===== config.mk =====
export PLATFORM = sky130hd
export DESIGN_NAME = pq_source_bank
export DESIGN_NICKNAME = d
export VERILOG_FILES = /design/src/rtl/pq_pkg.sv /design/src/rtl/pq_offset_decode.sv /design/src/rtl/pq_source_cell.sv /design/src/rtl/pq_rsp_reg.sv /design/src/rtl/pq_source_bank.sv
export SDC_FILE = /design/constraint.sdc
export NUM_CORES = 1
export LEC_CHECK = 0
export BUFFER_PORTS_ARGS = -buffer_cell sky130_fd_sc_hd__buf_2
export CAP_MARGIN = 15
export CORE_MARGIN = 5
export CORE_UTILIZATION = 54
export DETAILED_ROUTE_END_ITERATION = 16
export PLACE_DENSITY = 0.9
export SLEW_MARGIN = 20
export SYNTH_ARGS = -nofsm -noshare
export SYNTH_HDL_FRONTEND = slang
export SYNTH_SLANG_ARGS = --single-unit

===== constraint.sdc =====
create_clock -name clk -period 5.32 [get_ports clk]
set_input_delay 0.266 -clock clk [delete_from_list [all_inputs] [get_ports clk]]
set_output_delay 0.266 -clock clk [all_outputs]
set_load 0.01 [all_outputs]

===== src/rtl/pq_pkg.sv =====
package pq_pkg;

    typedef enum logic [1:0] {
        PQ_IDLE   = 2'b00,
        PQ_OFF    = 2'b01,
        PQ_PEND   = 2'b10,
        PQ_PEND_Q = 2'b11
    } pq_e;

    typedef enum logic [3:0] {
        OP_NONE,
        OP_READ,
        OP_EOI_LD,
        OP_SET00,
        OP_SET01,
        OP_SET10,
        OP_SET11,
        OP_EOI_ST,
        OP_TRIG
    } op_e;

    // Unfolded offsets of the side-effect accesses
    localparam logic [15:0] OFS_EOI_LD = 16'h0000;
    localparam logic [15:0] OFS_EOI_ST = 16'h0400;
    localparam logic [15:0] OFS_READ   = 16'h0800;
    localparam logic [15:0] OFS_SET00  = 16'h0C00;
    localparam logic [15:0] OFS_SET01  = 16'h0D00;
    localparam logic [15:0] OFS_SET10  = 16'h0E00;
    localparam logic [15:0] OFS_SET11  = 16'h0F00;

    // Errata form of an offset: OR with itself moved up one nibble
    function automatic logic [15:0] fold_ofs(input logic [15:0] o);
        return o | (o << 4);
    endfunction

endpackage


===== src/rtl/pq_offset_decode.sv =====
module pq_offset_decode
    import pq_pkg::*;
#(
    parameter int OFS_W   = 16,
    parameter bit FOLD_EN = 1'b0
) (
    input  logic             acc_valid,
    input  logic             acc_write,
    input  logic             acc_trig,
    input  logic [OFS_W-1:0] acc_offset,
    output op_e              op
);

    localparam logic [15:0] K_EOI_LD = FOLD_EN ? fold_ofs(OFS_EOI_LD) : OFS_EOI_LD;
    localparam logic [15:0] K_EOI_ST = FOLD_EN ? fold_ofs(OFS_EOI_ST) : OFS_EOI_ST;
    localparam logic [15:0] K_READ   = FOLD_EN ? fold_ofs(OFS_READ)   : OFS_READ;
    localparam logic [15:0] K_SET00  = FOLD_EN ? fold_ofs(OFS_SET00)  : OFS_SET00;
    localparam logic [15:0] K_SET01  = FOLD_EN ? fold_ofs(OFS_SET01)  : OFS_SET01;
    localparam logic [15:0] K_SET10  = FOLD_EN ? fold_ofs(OFS_SET10)  : OFS_SET10;
    localparam logic [15:0] K_SET11  = FOLD_EN ? fold_ofs(OFS_SET11)  : OFS_SET11;

    always_comb begin
        op = OP_NONE;
        if (acc_valid) begin
            if (acc_trig) begin
                // Any store to the trigger page fires; loads there do nothing
                if (acc_write) op = OP_TRIG;
            end else if (acc_write) begin
                if (acc_offset == OFS_W'(K_EOI_ST)) op = OP_EOI_ST;
            end else begin
                if      (acc_offset == OFS_W'(K_EOI_LD)) op = OP_EOI_LD;
                else if (acc_offset == OFS_W'(K_READ))   op = OP_READ;
                else if (acc_offset == OFS_W'(K_SET00))  op = OP_SET00;
                else if (acc_offset == OFS_W'(K_SET01))  op = OP_SET01;
                else if (acc_offset == OFS_W'(K_SET10))  op = OP_SET10;
                else if (acc_offset == OFS_W'(K_SET11))  op = OP_SET11;
            end
        end
    end

endmodule


===== src/rtl/pq_source_cell.sv =====
module pq_source_cell
    import pq_pkg::*;
#(
    parameter bit LEVEL = 1'b0
) (
    input  logic       clk,
    input  logic       rst_n,
    input  logic       sel,
    input  op_e        op,
    input  logic       lvl_in,
    output logic [1:0] pq_o,
    output logic       notify
);

    pq_e  pq_q;
    pq_e  pq_d;
    logic fire;

    // Next-state logic: access effect first, then level re-evaluation
    always_comb begin
        pq_d = pq_q;
        fire = 1'b0;
        if (sel) begin
            unique case (op)
                OP_SET00:  pq_d = PQ_IDLE;
                OP_SET01:  pq_d = PQ_OFF;
                OP_SET10:  pq_d = PQ_PEND;
                OP_SET11:  pq_d = PQ_PEND_Q;
                OP_EOI_LD: pq_d = PQ_IDLE;
                OP_EOI_ST: begin
                    if (pq_q[0]) begin
                        pq_d = PQ_PEND;      // REPLAY of a coalesced trigger
                        fire = 1'b1;
                    end else begin
                        pq_d = PQ_IDLE;
                    end
                end
                OP_TRIG: begin
                    unique case (pq_q)
                        PQ_IDLE: begin
                            pq_d = PQ_PEND;  // FIRE
                            fire = 1'b1;
                        end
                        PQ_OFF:    pq_d = PQ_OFF;
                        PQ_PEND:   pq_d = PQ_PEND_Q;
                        PQ_PEND_Q: pq_d = PQ_PEND_Q;
                        default:   pq_d = pq_q;
                    endcase
                end
                default: pq_d = pq_q;
            endcase
        end
        if (LEVEL && lvl_in && (pq_d == PQ_IDLE)) begin
            pq_d = PQ_PEND;                  // LEVEL_FIRE
            fire = 1'b1;
        end
    end

    // State register
    always_ff @(posedge clk) begin
        if (!rst_n) pq_q <= PQ_OFF;
        else        pq_q <= pq_d;
    end

    // Output register
    always_ff @(posedge clk) begin
        if (!rst_n) notify <= 1'b0;
        else        notify <= fire;
    end

    assign pq_o = pq_q;

endmodule


===== src/rtl/pq_rsp_reg.sv =====
module pq_rsp_reg
    import pq_pkg::*;
#(
    parameter int N_SRC = 4,
    parameter int SRC_W = 2
) (
    input  logic                  clk,
    input  logic                  rst_n,
    input  logic                  is_load,
    input  op_e                   op,
    input  logic [SRC_W-1:0]      src,
    input  logic [N_SRC-1:0][1:0] pq_all,
    output logic                  rsp_valid,
    output logic [1:0]            rsp_data
);

    logic [1:0] cur;
    logic [1:0] val;

    assign cur = pq_all[src];

    always_comb begin
        unique case (op)
            OP_READ, OP_SET00, OP_SET01, OP_SET10, OP_SET11: val = cur;
            OP_EOI_LD: val = {1'b0, cur[0]};
            default:   val = 2'b00;
        endcase
    end

    always_ff @(posedge clk) begin
        if (!rst_n) begin
            rsp_valid <= 1'b0;
            rsp_data  <= 2'b00;
        end else begin
            rsp_valid <= is_load;
            rsp_data  <= is_load ? val : 2'b00;
        end
    end

endmodule


===== src/rtl/pq_source_bank.sv =====
module pq_source_bank
    import pq_pkg::*;
#(
    parameter int               N_SRC      = 4,
    parameter int               OFS_W      = 16,
    parameter bit               FOLD_EN    = 1'b0,
    parameter logic [N_SRC-1:0] LEVEL_MASK = N_SRC'(1) << (N_SRC - 1),
    localparam int              SRC_W      = (N_SRC > 1) ? $clog2(N_SRC) : 1
) (
    input  logic             clk,
    input  logic             rst_n,
    input  logic             acc_valid,
    input  logic             acc_write,
    input  logic             acc_trig,
    input  logic [SRC_W-1:0] acc_src,
    input  logic [OFS_W-1:0] acc_offset,
    input  logic [N_SRC-1:0] lvl_in,
    output logic             rsp_valid,
    output logic [1:0]       rsp_data,
    output logic [N_SRC-1:0] notify
);

    op_e                   op;
    logic [N_SRC-1:0]      src_sel;
    logic [N_SRC-1:0][1:0] pq_all;

    pq_offset_decode #(
        .OFS_W   (OFS_W),
        .FOLD_EN (FOLD_EN)
    ) u_dec (
        .acc_valid  (acc_valid),
        .acc_write  (acc_write),
        .acc_trig   (acc_trig),
        .acc_offset (acc_offset),
        .op         (op)
    );

    for (genvar i = 0; i < N_SRC; i++) begin : g_src
        assign src_sel[i] = acc_valid && (acc_src == SRC_W'(i));

        pq_source_cell #(
            .LEVEL (LEVEL_MASK[i])
        ) u_cell (
            .clk    (clk),
            .rst_n  (rst_n),
            .sel    (src_sel[i]),
            .op     (op),
            .lvl_in (lvl_in[i]),
            .pq_o   (pq_all[i]),
            .notify (notify[i])
        );
    end

    pq_rsp_reg #(
        .N_SRC (N_SRC),
        .SRC_W (SRC_W)
    ) u_rsp (
        .clk       (clk),
        .rst_n     (rst_n),
        .is_load   (acc_valid && !acc_write),
        .op        (op),
        .src       (acc_src),
        .pq_all    (pq_all),
        .rsp_valid (rsp_valid),
        .rsp_data  (rsp_data)
    );

endmodule


==> results.md <==
* Status: finished clean
* # H-tree levels at 1
* Reg2Reg Depth at 3
* Slew Limit Fails at 0
* Seq/Total Area, Yosys at 26.46%
* Resized cells post-CTS at 0
* Worst hold stages at 3
* Number of remaining DRC errors at 0
* Antenna violations before repair at 0
* Multi-input logic area at 689.4 um2
* Clock sinks at 15
* Max-cap violations at 0
* Data required, critical path at 5540 ps
* Starting density of the core at between 50% and 60%
* Met2 WL at 1404 um
* Detailed Place HPWL at ~2100 um
* Nature of the critical path startpoint: input port
* HP Start: lvl_in[3]
* Unique masters post-synth at 48
* Drt initial violations at 50
* Min Tclk post-route at 2023 ps
* Antenna-violating nets left at 0
* Post-synth EDFFs at 0
* WP data arrival at 2240 ps
* Num CTS Buffers at 3
* YS warnings at 0
* Post-CTS setup buffer count at 0
* Total Wirelength at ~2800 um
* CTS max path bufs at 2
* RR Startpoint: g_src[3].u_cell.pq_o[0]
* Worst-Margin Slew at 701.1 ps
* Diode count at 0
* Vias in the first global route at 1047
* Die Y at roughly 56 um
* Crit path max-delay cell type: nor4_2
* GRT Util Overall at 17.59%
* Synthesized netlist cell count at 134
* Filler cells at ~170
* R2R Path End: g_src[3].u_cell.notify
* Clk Latency, worst-skew pair at ~290 ps
* Average size of a mapped cell at about 8.5 um2
* #FFs+latches synth at 15
* Clock slew at reported path FFs at 90 ps
* Post-Syn Area at 1135 um2
* Worst Skew at 1.451 ps
* Lkg Pwr at 0.4668 nW
* Reg2Reg Setup Slack at 4040 ps
* Most frequent cells in the layout: 30 x buf_2, 15 x dfxtp_1, 13 x nand2_1, 12 x nor2_1
* Final Hold Viols at 0
* Largest net degree at the start of global routing at 13
* Layout area overhead at 7.387%
* WS Path Type: input port to flop
* Die ar. at approximately 3100 um2
* Fmax at 0.4942 GHz
* TNS Setup at 0 ps
* Asr flop ratio synth at 0%
* Top_reg_cell synth: dfxtp_1
* First-pass GRT wire length at between 4000 and 5000 um
* Hold buffers post-CTS at 0
* Storage element area at 300.3 um2
* Port bufs at 30
* IO Count at 34
* Root buffer cell: clkbuf_4
* Final #Nets at 184
* WHS Endpoint: g_src[3].u_cell.pq_o[1]
* Die X-Extent at 55.84 um
* Syn Nets at 161
* Highest Signal Layer: met4
* CP Capture Type: flop
* Max IR drop VDD at 0.0001332 V
* Slew HR at 53.12%
* CTS tree: yes
* Finish-stage setup viols at 0
* Grt ovf at 0
* Total core area at 1982 um2
* Met1 WL at 1085 um
* Setup WS pre-CTS at 3043 ps
* Post-route fraction of the period consumed by the critical path at between 30% and 40%
* Path type of the worst min-delay path: input port to flop
* Avg Vias per Cell at 6.197
* RSZ-0062 raised after global routing: no
* Layout cells sized above 1 at between 20% and 30%
* Cell breakdown of the critical path: buf_2 > nor4_2 > and4_1 > or3b_1 > o32ai_1 > nor2_1 > a31oi_1
* Met3 routed WL at 255 um
* Crit path largest cell delay at 400 ps
* Pre-antenna DRT Iters at 4
* DR vias at 1134
* Routed len/inst at about 15 um
* Crit Path Max Fanout at 4
* Std-Cell Rows at 16
* Total power at 215.5 uW
* Commonest non-fill, non-tap cell in the layout: buf_2
* Gpl congestion at 0.9102
* Final setup slack of the worst path at 3297 ps
* Pwr dens at 176.8 nW/um2
==> Yosys cell counts, drive strengths merged (2+ instances only) <==
cell    number  area (um2)
nor2b        3       18.77
a21oi        6       30.03
dfxtp       15       300.3
nand3        4       25.02
and3         4       26.28
a311oi       2       17.52
clkbuf       5       68.82
o32ai        4       35.03
buf          7       57.55
nand4        2       12.51
nor4         3       37.54
nor2        12       45.04
and2         2       15.01
inv          4       15.01
or3          5       32.53
o21ai        6       30.03
o211ai       2       15.01
nor3b        3       22.52
o21a         3       22.52
mux4         2       45.04
nor3         2       10.01
nand2       13       48.80
a31oi        5       37.53
a41oi        2       17.52
==> stage by stage <==
| stage | hold WS (ps) | utilization [%] | instances | cell area [um2] |
|---|---|---|---|---|
| floorplan | 406.5 | - | 134 | 1135 |
| global placement | 521.1 | 60.16 | 179 | 1192 |
| detailed placement | 534.9 | 60.16 | 179 | 1192 |
| CTS | 235.4 | 61.49 | 183 | 1219 |
| global route | 239.5 | 61.49 | 183 | 1219 |
| finish | 233.3 | 61.49 | 183 | 1219 |
==> metal layers <==
layer,vias up,track usage [%]
met5,-,0
met4,0,9.831
met3,12,3.248
met2,58,30.74
met1,516,19.92
li1,548,-
==> critical path, delay by kind of cell <==
| family | cells | cell delay [ps] |
|---|---|---|
| AO/OA/AOI/OAI | 2 | 560 |
| buffers and inverters | 1 | 100 |
| AND/OR/NAND/NOR | 4 | 1300 |
==> how the worst max path moves through the flow <==
| stage | startpoint | end | slack (ps) | depth (start not counted) |
|---|---|---|---|---|
| 2_1_floorplan | acc_offset[11] | g_src[3].u_cell.notify | 3370 | 7 |
| 3_3_place_gp | acc_offset[1] | g_src[2].u_cell.pq_o[0] | 3140 | 7 |
| 3_5_place_dp | acc_offset[13] | g_src[2].u_cell.pq_o[0] | 3040 | 7 |
| 4_1_cts | acc_offset[13] | g_src[2].u_cell.pq_o[0] | 3340 | 7 |
| 5_1_grt | acc_offset[13] | g_src[0].u_cell.pq_o[0] | 3170 | 7 |
| 6_report | acc_offset[13] | g_src[2].u_cell.pq_o[0] | 3300 | 7 |
==> logic make-up (layout without fill, tap and decap cells) <==
group,after synthesis,count (layout),synth area share (%)
AO/OA/AOI/OAI,39,39,24.59
multiplexers,2,2,3.969
AND/OR/NAND/NOR,59,59,30.65
XOR/XNOR,2,2,1.544
buffers and inverters,17,39,12.79
flip-flops,15,15,26.46
==> registers in the layout, summed over array words and instances, names as in the netlist <==
signal               count
g_src.u_cell.notify      4
u_rsp.rsp_data           2
u_rsp.rsp_valid          1
g_src.u_cell.pq_o        8
==> report_power, final <==
part           internal (mW)  total (mW)  switching, mW
Clock                 0.0292      0.0663         0.0372
Sequential             0.113       0.113       0.000424
Combinational         0.0141      0.0359         0.0218
Total                  0.156       0.215         0.0594
==> final cells by class <==
type	count	area share, %
multi-input cells	102	56.57
well taps	27	2.772
flip-flops and latches	15	24.64
clock buffers	4	2.156
repair buffers	30	12.32
inverters	5	1.540
Power figures use the tool's default switching activity.
